[config.mk]
export PLATFORM = sky130hd
export DESIGN_NAME = l1_hit_matcher
export DESIGN_NICKNAME = d
export VERILOG_FILES = /design/src/rtl/hm_pkg.sv /design/src/rtl/hm_store.sv /design/src/rtl/hm_trig_fifo.sv /design/src/rtl/hm_packer.sv /design/src/rtl/l1_hit_matcher.sv
export SDC_FILE = /design/constraint.sdc
export NUM_CORES = 1
export LEC_CHECK = 0
export CAP_MARGIN = 20
export CORE_UTILIZATION = 50
export DETAILED_ROUTE_END_ITERATION = 10
export DONT_BUFFER_PORTS = 1
export GPL_ROUTABILITY_DRIVEN = 0
export GPL_TIMING_DRIVEN = 0
export PLACE_DENSITY_LB_ADDON = 0.2
export SETUP_SLACK_MARGIN = 0.3
export SYNTH_ARGS = -nofsm -noshare
export SYNTH_HDL_FRONTEND = slang
export SYNTH_HIERARCHICAL = 1
export SYNTH_SLANG_ARGS = --single-unit
[constraint.sdc]
create_clock -name clk -period 6.5 [get_ports clk]
set_input_delay 1.95 -clock clk [delete_from_list [all_inputs] [get_ports clk]]
set_output_delay 1.95 -clock clk [all_outputs]
set_load 0.03 [all_outputs]
[src/rtl/hm_pkg.sv]
package hm_pkg;
  localparam int WORD_W  = 24;
  localparam int BX_W    = 8;
  localparam int TAG_LSB = 0;
  localparam int HDR_OVF = 23;
  localparam int HDR_REJ = 22;
  localparam int HDR_CNT = 14;
  localparam int CNT_W   = 8;

  typedef enum logic [1:0] {
    PK_IDLE,
    PK_COUNT,
    PK_HEAD,
    PK_EMIT
  } pk_state_t;
endpackage

[src/rtl/hm_store.sv]
module hm_store
  import hm_pkg::*;
#(
  parameter int DEPTH  = 32,
  parameter int WINDOW = 64,
  parameter int OVF_W  = 16,
  localparam int AW    = $clog2(DEPTH),
  localparam int OW    = $clog2(DEPTH + 1)
) (
  input  logic              clk,
  input  logic              rst_n,
  input  logic              wr_req,
  input  logic [WORD_W-1:0] wr_data,
  input  logic [BX_W-1:0]   bx_now,
  input  logic              expire_en,
  input  logic [AW-1:0]     rd_idx,
  output logic [WORD_W-1:0] rd_word,
  output logic [AW-1:0]     head_ptr,
  output logic [OW-1:0]     occ,
  output logic              drop,
  output logic [OVF_W-1:0]  drop_cnt
);
  logic [WORD_W-1:0] mem_word [DEPTH];
  logic [BX_W-1:0]   mem_bx   [DEPTH];
  logic [AW-1:0]     wr_ptr, wr_ptr_n, head_n;
  logic [OW-1:0]     occ_n;
  logic [OVF_W-1:0]  drop_cnt_n;
  logic [BX_W-1:0]   head_age;
  logic              full, wr_ok, expire;

  function automatic logic [AW-1:0] step(input logic [AW-1:0] p);
    return (p == AW'(DEPTH - 1)) ? '0 : p + 1'b1;
  endfunction

  assign full     = (occ == OW'(DEPTH));
  assign wr_ok    = wr_req && !full;
  assign drop     = wr_req && full;
  assign head_age = bx_now - mem_bx[head_ptr];
  assign expire   = expire_en && (occ != '0) && (head_age >= BX_W'(WINDOW));
  assign rd_word  = mem_word[rd_idx];

  always_comb begin
    wr_ptr_n   = wr_ptr;
    head_n     = head_ptr;
    occ_n      = occ;
    drop_cnt_n = drop_cnt;
    if (wr_ok) wr_ptr_n = step(wr_ptr);
    if (expire) head_n = step(head_ptr);
    case ({wr_ok, expire})
      2'b10:   occ_n = occ + 1'b1;
      2'b01:   occ_n = occ - 1'b1;
      default: occ_n = occ;
    endcase
    if (drop && !(&drop_cnt)) drop_cnt_n = drop_cnt + 1'b1;
  end

  always_ff @(posedge clk or negedge rst_n) begin
    if (!rst_n) begin
      wr_ptr   <= '0;
      head_ptr <= '0;
      occ      <= '0;
      drop_cnt <= '0;
    end else begin
      wr_ptr   <= wr_ptr_n;
      head_ptr <= head_n;
      occ      <= occ_n;
      drop_cnt <= drop_cnt_n;
    end
  end

  always_ff @(posedge clk) begin
    if (wr_ok) begin
      mem_word[wr_ptr] <= wr_data;
      mem_bx[wr_ptr]   <= bx_now;
    end
  end

  p_occ_bound_r6: assert property (@(posedge clk) disable iff (!rst_n)
    occ <= OW'(DEPTH));
  p_full_drop_r6: assert property (@(posedge clk) disable iff (!rst_n)
    (wr_req && full) |=> $stable(wr_ptr));
endmodule

[src/rtl/hm_trig_fifo.sv]
module hm_trig_fifo #(
  parameter int DEPTH = 4,
  parameter int W     = 9,
  localparam int AW   = (DEPTH > 1) ? $clog2(DEPTH) : 1,
  localparam int CW   = $clog2(DEPTH + 1)
) (
  input  logic         clk,
  input  logic         rst_n,
  input  logic         push,
  input  logic [W-1:0] din,
  input  logic         pop,
  output logic [W-1:0] dout,
  output logic         not_empty
);
  logic [W-1:0]  slot [DEPTH];
  logic [AW-1:0] wp, rp, wp_n, rp_n;
  logic [CW-1:0] cnt, cnt_n;
  logic          do_push, do_pop;

  function automatic logic [AW-1:0] step(input logic [AW-1:0] p);
    return (p == AW'(DEPTH - 1)) ? '0 : p + 1'b1;
  endfunction

  assign do_push   = push && (cnt != CW'(DEPTH));
  assign do_pop    = pop && (cnt != '0);
  assign not_empty = (cnt != '0);
  assign dout      = slot[rp];

  always_comb begin
    wp_n  = do_push ? step(wp) : wp;
    rp_n  = do_pop ? step(rp) : rp;
    cnt_n = cnt;
    if (do_push && !do_pop) cnt_n = cnt + 1'b1;
    else if (!do_push && do_pop) cnt_n = cnt - 1'b1;
  end

  always_ff @(posedge clk or negedge rst_n) begin
    if (!rst_n) begin
      wp  <= '0;
      rp  <= '0;
      cnt <= '0;
    end else begin
      wp  <= wp_n;
      rp  <= rp_n;
      cnt <= cnt_n;
    end
  end

  always_ff @(posedge clk) begin
    if (do_push) slot[wp] <= din;
  end

  p_fifo_bound_r8: assert property (@(posedge clk) disable iff (!rst_n)
    cnt <= CW'(DEPTH));
  p_pop_nonempty_r8: assert property (@(posedge clk) disable iff (!rst_n)
    pop |-> (cnt != '0));
endmodule

[src/rtl/hm_packer.sv]
module hm_packer
  import hm_pkg::*;
#(
  parameter int DEPTH = 32,
  localparam int AW   = $clog2(DEPTH),
  localparam int OW   = $clog2(DEPTH + 1)
) (
  input  logic              clk,
  input  logic              rst_n,
  input  logic              trig_valid,
  input  logic [BX_W-1:0]   trig_bx,
  input  logic              trig_err,
  output logic              trig_pop,
  input  logic [AW-1:0]     head_ptr,
  input  logic [OW-1:0]     occ,
  output logic [AW-1:0]     rd_idx,
  input  logic [WORD_W-1:0] rd_word,
  input  logic              ovf_event,
  output logic              idle,
  output logic              pkt_valid,
  input  logic              pkt_ready,
  output logic [WORD_W-1:0] pkt_data,
  output logic              pkt_sop,
  output logic              pkt_eop
);
  pk_state_t       st, st_n;
  logic [BX_W-1:0] tgt_q, tgt_n;
  logic            err_q, err_n;
  logic [AW-1:0]   idx_q, idx_n, base_q, base_n;
  logic [OW-1:0]   left_q, left_n, snap_q, snap_n;
  logic [OW-1:0]   total_q, total_n, sent_q, sent_n;
  logic            ovf_q, ovf_n;
  logic            match, hdr_fire, last_hit;
  logic [WORD_W-1:0] header;

  function automatic logic [AW-1:0] step(input logic [AW-1:0] p);
    return (p == AW'(DEPTH - 1)) ? '0 : p + 1'b1;
  endfunction

  assign match    = !err_q && (rd_word[TAG_LSB +: BX_W] == tgt_q);
  assign last_hit = ((sent_q + 1'b1) == total_q);
  assign rd_idx   = idx_q;
  assign idle     = (st == PK_IDLE);
  assign header   = {ovf_q, err_q, CNT_W'(total_q), 6'b0, tgt_q};
  assign hdr_fire = (st == PK_HEAD) && pkt_ready;

  always_comb begin
    st_n      = st;
    tgt_n     = tgt_q;
    err_n     = err_q;
    idx_n     = idx_q;
    base_n    = base_q;
    left_n    = left_q;
    snap_n    = snap_q;
    total_n   = total_q;
    sent_n    = sent_q;
    trig_pop  = 1'b0;
    pkt_valid = 1'b0;
    pkt_sop   = 1'b0;
    pkt_eop   = 1'b0;
    pkt_data  = rd_word;
    case (st)
      PK_IDLE: begin
        if (trig_valid) begin
          trig_pop = 1'b1;
          st_n     = PK_COUNT;
          tgt_n    = trig_bx;
          err_n    = trig_err;
          idx_n    = head_ptr;
          base_n   = head_ptr;
          left_n   = occ;
          snap_n   = occ;
          total_n  = '0;
        end
      end
      PK_COUNT: begin
        if (left_q == '0) begin
          st_n = PK_HEAD;
        end else begin
          if (match) total_n = total_q + 1'b1;
          idx_n  = step(idx_q);
          left_n = left_q - 1'b1;
        end
      end
      PK_HEAD: begin
        pkt_valid = 1'b1;
        pkt_sop   = 1'b1;
        pkt_eop   = (total_q == '0);
        pkt_data  = header;
        if (pkt_ready) begin
          st_n   = (total_q == '0) ? PK_IDLE : PK_EMIT;
          idx_n  = base_q;
          left_n = snap_q;
          sent_n = '0;
        end
      end
      PK_EMIT: begin
        if (left_q == '0) begin
          st_n = PK_IDLE;
        end else if (match) begin
          pkt_valid = 1'b1;
          pkt_eop   = last_hit;
          if (pkt_ready) begin
            idx_n  = step(idx_q);
            left_n = left_q - 1'b1;
            sent_n = sent_q + 1'b1;
            if (last_hit) st_n = PK_IDLE;
          end
        end else begin
          idx_n  = step(idx_q);
          left_n = left_q - 1'b1;
        end
      end
      default: st_n = PK_IDLE;
    endcase
    if (ovf_event) ovf_n = 1'b1;
    else if (hdr_fire) ovf_n = 1'b0;
    else ovf_n = ovf_q;
  end

  always_ff @(posedge clk or negedge rst_n) begin
    if (!rst_n) begin
      st      <= PK_IDLE;
      tgt_q   <= '0;
      err_q   <= 1'b0;
      idx_q   <= '0;
      base_q  <= '0;
      left_q  <= '0;
      snap_q  <= '0;
      total_q <= '0;
      sent_q  <= '0;
      ovf_q   <= 1'b0;
    end else begin
      st      <= st_n;
      tgt_q   <= tgt_n;
      err_q   <= err_n;
      idx_q   <= idx_n;
      base_q  <= base_n;
      left_q  <= left_n;
      snap_q  <= snap_n;
      total_q <= total_n;
      sent_q  <= sent_n;
      ovf_q   <= ovf_n;
    end
  end

  p_hold_r9: assert property (@(posedge clk) disable iff (!rst_n)
    (pkt_valid && !pkt_ready) |=>
      (pkt_valid && $stable(pkt_data) && $stable(pkt_sop) && $stable(pkt_eop)));
  p_reject_empty_r5: assert property (@(posedge clk) disable iff (!rst_n)
    (pkt_valid && pkt_sop && pkt_data[HDR_REJ]) |->
      (pkt_eop && (pkt_data[HDR_CNT +: CNT_W] == '0)));
  p_hdr_pad_r3: assert property (@(posedge clk) disable iff (!rst_n)
    (pkt_valid && pkt_sop) |-> (pkt_data[13:8] == 6'b0));
endmodule

[src/rtl/l1_hit_matcher.sv]
module l1_hit_matcher
  import hm_pkg::*;
#(
  parameter int HIT_DEPTH  = 32,
  parameter int WINDOW     = 64,
  parameter int TRIG_DEPTH = 4,
  parameter int OVF_W      = 16,
  localparam int AW        = $clog2(HIT_DEPTH),
  localparam int OW        = $clog2(HIT_DEPTH + 1),
  localparam int TW        = BX_W + 1
) (
  input  logic              clk,
  input  logic              rst_n,
  input  logic              hit_valid,
  input  logic [23:0]       hit_data,
  output logic              hit_ready,
  input  logic              bx_strobe,
  input  logic              l1_accept,
  input  logic [7:0]        l1_latency,
  output logic              pkt_valid,
  input  logic              pkt_ready,
  output logic [23:0]       pkt_data,
  output logic              pkt_sop,
  output logic              pkt_eop,
  output logic [OVF_W-1:0]  ovf_count
);
  logic [BX_W-1:0]   bx_cnt, bx_cnt_n;
  logic [TW-1:0]     trig_in, trig_out;
  logic              trig_valid, trig_pop;
  logic [AW-1:0]     rd_idx, head_ptr;
  logic [OW-1:0]     occ;
  logic [WORD_W-1:0] rd_word;
  logic              drop, idle;

  always_comb begin
    bx_cnt_n = bx_strobe ? bx_cnt + 1'b1 : bx_cnt;
  end

  always_ff @(posedge clk or negedge rst_n) begin
    if (!rst_n) bx_cnt <= '0;
    else        bx_cnt <= bx_cnt_n;
  end

  assign trig_in   = {(l1_latency > 8'(WINDOW - 1)), bx_cnt - l1_latency};
  assign hit_ready = idle;

  hm_trig_fifo #(.DEPTH(TRIG_DEPTH), .W(TW)) u_tq (
    .clk(clk), .rst_n(rst_n), .push(l1_accept), .din(trig_in),
    .pop(trig_pop), .dout(trig_out), .not_empty(trig_valid)
  );

  hm_store #(.DEPTH(HIT_DEPTH), .WINDOW(WINDOW), .OVF_W(OVF_W)) u_store (
    .clk(clk), .rst_n(rst_n), .wr_req(hit_valid && hit_ready),
    .wr_data(hit_data), .bx_now(bx_cnt), .expire_en(idle),
    .rd_idx(rd_idx), .rd_word(rd_word), .head_ptr(head_ptr), .occ(occ),
    .drop(drop), .drop_cnt(ovf_count)
  );

  hm_packer #(.DEPTH(HIT_DEPTH)) u_pack (
    .clk(clk), .rst_n(rst_n), .trig_valid(trig_valid),
    .trig_bx(trig_out[BX_W-1:0]), .trig_err(trig_out[BX_W]),
    .trig_pop(trig_pop), .head_ptr(head_ptr), .occ(occ), .rd_idx(rd_idx),
    .rd_word(rd_word), .ovf_event(drop), .idle(idle),
    .pkt_valid(pkt_valid), .pkt_ready(pkt_ready), .pkt_data(pkt_data),
    .pkt_sop(pkt_sop), .pkt_eop(pkt_eop)
  );

  p_busy_block_r9: assert property (@(posedge clk) disable iff (!rst_n)
    pkt_valid |-> !hit_ready);
  p_bx_step_r1: assert property (@(posedge clk) disable iff (!rst_n)
    !bx_strobe |=> $stable(bx_cnt));
endmodule

After elaboration in Yosys (flattened, before gate mapping) --
Memory sizes are Yosys's and may differ from the RTL's. A register that Yosys moved wholly into a read port is not among the register bits. Cells that the tools add are included.
Operators by class: reductions and logical operators 34, $lt $le $gt $ge 2, multipliers 0, muxes and demuxes 56, shift operators 0, equal/unequal tests 26, add/subtract/negate cells 16, bitwise operators 0, divide/modulo/power cells 0
Operators with widths (count):
- 6-bit two-way mux | 13
- 5-bit two-way mux | 9
- 6-bit case mux with 2 select lines | 3
- 24-bit two-way mux | 1
- 6-bit case mux with 4 select lines | 1
- 2-bit two-way mux | 10
- 5-bit case mux with 4 select lines | 1
- 6-bit by 1-bit adder with 6-bit output, second input constant | 3
- 16-bit by 1-bit adder with 16-bit output, second input constant | 1
- 16-bit AND reduction | 1
- 8-bit subtractor | 2
- 5-bit by 1-bit adder with 5-bit output, second input constant | 3
- 5-bit == test, second input constant | 3
- 1-bit two-way mux | 13
- 1-bit logical AND | 12
- 6-bit zero test | 2
- 6-bit by 1-bit subtractor with 6-bit output, second input constant | 2
- 2-bit == test, second input constant | 5
- 5-bit AND reduction | 2
- 2-bit nonzero test | 5
- 8-bit by 1-bit adder with 8-bit output, second input constant | 1
- 8-bit == test | 1
- 8-bit by 7-bit greater-or-equal comparator with 1-bit output, second input constant | 1
- 8-bit by 6-bit > comparator with 1-bit output, second input constant | 1
- other kinds (21) | 38
Storage, ports and cells: flip-flop bits (word level) 84, logic and storage cells 153, bits in writable memories 1060, output and inout bits 44, bits in read-only memories 0, memories kept 3, bits in latches 0, bits of input ports 38
Memory list:
- u_store.mem_word | depth 32, width 24, read ports 1, clocked after memory_dff 0, wr ports 1, line hm_store.sv:23 | logic [WORD_W-1:0] mem_word [DEPTH];
- u_store.mem_bx | depth 32, width 8, read ports 1, clocked after memory_dff 0, wr ports 1, line hm_store.sv:24 | logic [BX_W-1:0] mem_bx [DEPTH];
- u_tq.slot | depth 4, width 9, read ports 1, clocked after memory_dff 1, wr ports 1, line hm_trig_fifo.sv:15 | logic [W-1:0] slot [DEPTH];

Longest topological paths before layout --
depth in word-level cells 7, mapped depth 23, mapped depth without buffers 19

Modules after synthesis --
Netlist, hierarchy kept.
Modules (own cells, without submodules):
- hm_store | instances 1, cells each 1712, seq. area each 31550.3 um2, area an instance 40842.9 um2
- hm_packer | instances 1, cells each 376, seq. area each 1151.1 um2, area an instance 2950.3 um2
- hm_trig_fifo | instances 1, cells each 84, seq. area each 1256.2 um2, area an instance 1744.2 um2
- l1_hit_matcher | instances 1, cells each 73, seq. area each 200.2 um2, area an instance 665.6 um2

Worst setup path after synthesis --
OpenSTA, ideal clock, no wires.
path type reg2out, from register u_pack.idx_q[0], in the netlist u_pack/rd_idx[0], to output pkt_valid, slack 0.306 ns, data arrival time 4.244 ns, cell stages (with the launch flop) 12, data required time 4.550 ns, buffers on the path 3, cell sequence dfrtp_1 clkbuf_1 clkbuf_1 mux4_2 mux4_2 mux2_2 xor2_1 or4_4 nor3_1 buf_2 nand2_1 a21boi_0
Between the ends: word-level cells in the longest chain between the ends 6
Ends and longest elaborated chain:
- from (decl) | line hm_packer.sv:29 | logic [AW-1:0] idx_q, idx_n, base_q, base_n;
- from (signal assigned) | line hm_packer.sv:137 | idx_q <= idx_n;
- memory 32 x 24 bit
- named net rd_word[6] | line l1_hit_matcher.sv:32 | logic [WORD_W-1:0] rd_word;
- 8-bit == test | line hm_packer.sv:40 | assign match = !err_q && (rd_word[TAG_LSB +: BX_W] == tgt_q);
- 1-bit logical AND | line hm_packer.sv:40
- 1-bit two-way mux | line hm_packer.sv:100 | end else if (match) begin
- 1-bit two-way mux | line hm_packer.sv:98 | if (left_q == '0) begin
- 1-bit case mux with 2 select lines | line hm_packer.sv:62 | case (st)
- to (decl) | line l1_hit_matcher.sv:20 | output logic pkt_valid,
The timed path passes the listed nets, and every way through them passes these cells.

Worst setup path in the final report --
from register u_pack.idx_q[0], in the netlist u_pack/rd_idx[0], to output pkt_eop
Between the ends: word-level cells in the longest chain between the ends 6
Ends and longest elaborated chain:
- memory 32 x 24 bit
- named net rd_word[3] | line l1_hit_matcher.sv:32
- 8-bit == test | line hm_packer.sv:40
- 1-bit logical AND | line hm_packer.sv:40
- 1-bit two-way mux | line hm_packer.sv:100
- 1-bit two-way mux | line hm_packer.sv:98
- 1-bit case mux with 2 select lines | line hm_packer.sv:62
- to (decl) | line l1_hit_matcher.sv:24 | output logic pkt_eop,
The timed path passes the listed nets, and every way through them passes these cells.

==> results.cfg <==
[outcome]
status = finished with violations
violations = setup timing

[setup_path]
critical_path.cell_chain = buf_8 -> clkbuf_16 -> buf_12 -> buf_4 -> buf_6 -> mux4_2 -> mux4_2 -> mux2_4 -> xor2_1 -> or4_4 -> or3_4 -> buf_6 -> nor2_4 -> a32o_2
crit_family = multiplexers
cp.arrival_ns = 4.55
critPathKind = reg2out
path_buf_inv = 6
cp_slowest_cell = mux4_2
end_kind = primary output
worst-path-stages = 14
startpoint_type = flip-flop
ff2ff_path_depth = 22
crit_required_ns = 4.55
r2r-start = u_store/head_ptr[1]$_DFFE_PN0P_
crit_start = u_pack/rd_idx[0]$_DFFE_PN0P_
cp_max_fo = 8
max_stage_delay_ns = 0.48

[floorplanning]
coreArea_um2 = 91660
placementRows = 111
start_util_pct = 50.41
die_area_um2 = 93630
die_x_um = 306.0
io_pins = 82
dieHeight_um = 306.0

[clock_network]
cts_buffer_depth = 3
tritoncts = built
clk_pin_slew_ns = 0.06
cts.sinks = 1153
cts_hold_buf = 0
cts_buffers = 114
h-tree-depth = 3
clkLatencyLatePin_ns = 0.69
cts_root_buffer = clkbuf_16

[routing]
postRouteAntennaNets = 0
num_vias = 23640
dr.pass1.iters = 5
via_per_inst = 6.340
drtIter0Drc = 2810
routed_wl_um = 115200
wl_per_cell_um = 30.89
remaining_drc_errors = 0

[sta]
fmax_mhz = 153.8
drv_slew = 0
rsz0062_at_grt = yes
worst_pin_slew_ns = 1.117
hold_ws_ns = 0.4791
hold_viol_final = 0
period_minus_slack_ns = 6.501
relSlewSlack_pct = 25.54
period_share_pct = 100.0
setup_slack_ns = -0.001449
setup_viol_count_final = 1
finClkSkew_ns = 0.02120

[power]
max-vdd-ir-drop_v = 0.0002201
power.density_nw_per_um2 = 415.1
p_leak_nw = 17.50

[grt]
grt_overflow = 0
grt_use_total_pct = 24.87
grt_pass1_vias = 23670
grt_max_degree = 94
antenna_found_initial = 1
grt_pass1_wl_um = 165400

[synthesis]
synth_area_per_cell_um2 = 20.58
netlist.area_leader.share_pct = 68.89
synth_edf_count = 1060
ys_top_cells_by_area = edfxtp_1, mux4_2, dfrtp_1
synth_seq_area_share_pct = 73.93
synth_flop_cell = edfxtp_1
ys_ff_latch = 1153
syn_area_um2 = 46200
postSynthCellCount = 2245
yosys.area.top_type = edfxtp_1
syn-num-nets = 2327
postSynth.asyncResetShare_pct = 8.066
yosys_warnings = 6
synth_cell_type_count = 76

[final_layout]
stdcell_count = 3728
final_common_cell = edfxtp_1
area_delta_synth_final_pct = 15.80
most-common-layout-cells = edfxtp_1, mux4_2, nand2_1
nets = 2525
drive_gt1_share_pct = 29.08

[min_path]
min_from = u_pack/base_q[1]$_DFFE_PN0P_
hp-class = reg2reg
whs_path_depth = 2

[placed_design]
port_buffers = 0
detailed_place_hpwl_um = 73180
place_inst = 3468

[run]
cap_viol_max_count = 0
final timing paths:
path / slack, ns / end
max: -0.001 / pkt_eop
min in group asynchronous: 0.96 / u_store/drop_cnt[3]$_DFFE_PN0P_
min reg2reg: 0.48 / u_pack/base_q[1]$_DFFE_PN0P_
min: 0.48 / u_pack/base_q[1]$_DFFE_PN0P_
max in group asynchronous: 5.37 / bx_cnt[0]$_DFFE_PN0P_
max reg2reg: 0.48 / u_store/occ[5]$_DFFE_PN0P_
final cells by class:
| class | count | area [um^2] |
|---|---|---|
| multi-input combinational | 940 | 11710 |
| clock buffer | 133 | 2988 |
| sequential | 1153 | 34160 |
| inverter | 44 | 165.2 |
| timing repair buffer | 82 | 1276 |
| antenna | 1 | 2.502 |
| tap | 1186 | 1484 |
| clock inverter | 81 | 840.8 |
| fill | 6467 | 38160 |
| buffer | 108 | 875.8 |
stage by stage:
stage                     setup WS [ns]  utilization [%]  total power, mW   TNS [ns]  area [um^2]
after global routing           -0.03600            58.37            22.93   -0.05969        53500
after global placement           -1.026            52.02            14.60    -294.17        47690
after floorplan                  0.3057                -            12.98          0        46200
after CTS                      0.004869            58.14            22.19          0        53300
final                         -0.001449            58.37            22.21  -0.001449        53510
after detailed placement         -1.084            53.12            14.81     -1.746        48690
where the power goes:
part / switching, mW / leakage, nW / internal, mW
Combinational: 3.65 / 4.94 / 3.06
Sequential: 0.247 / 10.7 / 8.57
Clock: 2.74 / 1.87 / 3.95
Yosys cell counts, drive strengths merged (6+ instances only):
cell type and instances:
a21oi 18, and2 9, and3 11, buf 50, clkbuf 58, dfrtp 93
edfxtp 1060, ha 41, inv 43, mux2 45, mux2i 20, mux4 323
nand2 161, nand2b 13, nand3 28, nand4 10, nor2 65, nor2b 10
nor3 19, o211ai 6, o21ai 23, o22ai 6, or3 6, xnor2 35
xor2 19
worst min-delay path: stages (launching register included):
cell     delay, ns
dfrtp_1       0.34
nand2_1       0.05
nand2_1       0.06
kinds of logic (layout without fill, tap and decap cells):
| group | count (synthesis) | in the layout | share of synthesized area, % |
|---|---|---|---|
| compound gates | 101 | 101 | 1.552 |
| other cells | 0 | 1 | 0 |
| mux | 388 | 388 | 17.32 |
| xor+xnor | 54 | 54 | 1.040 |
| fa+ha+maj | 44 | 44 | 1.240 |
| buf+inv | 152 | 448 | 1.354 |
| simple gates | 353 | 353 | 3.561 |
| flops | 1153 | 1153 | 73.93 |
state kept, by name, summed over array words and instances, names as in the netlist:
name              flops
u_tq/slot            36
u_store/mem_word    768
u_pack/err_q          1
u_pack/total_q        6
u_pack/snap_q         6
u_pack/tgt_q          8
u_store/wr_ptr        5
u_pack/rd_idx         5
u_tq/wp               2
u_pack/left_q         6
u_pack/sent_q         6
u_store/head_ptr      5
u_tq/rp               2
u_store/occ           6
bx_cnt                8
u_pack/st             2
u_tq/cnt              3
u_store/drop_cnt     16
u_pack/ovf_q          1
u_pack/base_q         5
u_store/mem_bx      256
routing by layer:
layer / routed length (um) / global-route usage (%) / vias to the layer above
li1: - / - / 9589
met1: 45600 / 34.85 / 12690
met2: 56160 / 40.38 / 1192
met3: 10770 / 4.797 / 166
met4: 2631 / 6.556 / 0
met5: 0 / 0 / -
what timing repair did:
item | 4_1_cts | 5_1_grt
gates cloned | 1 | 0
gates resized for setup | 140 | 24
setup endpoints to repair | 27 | 3
buffers inserted | 34 | 3
endpoints found under the hold margin | 0 | 0
pin swaps | 6 | 6
Note: power is estimated with default switching activity, not from simulation.
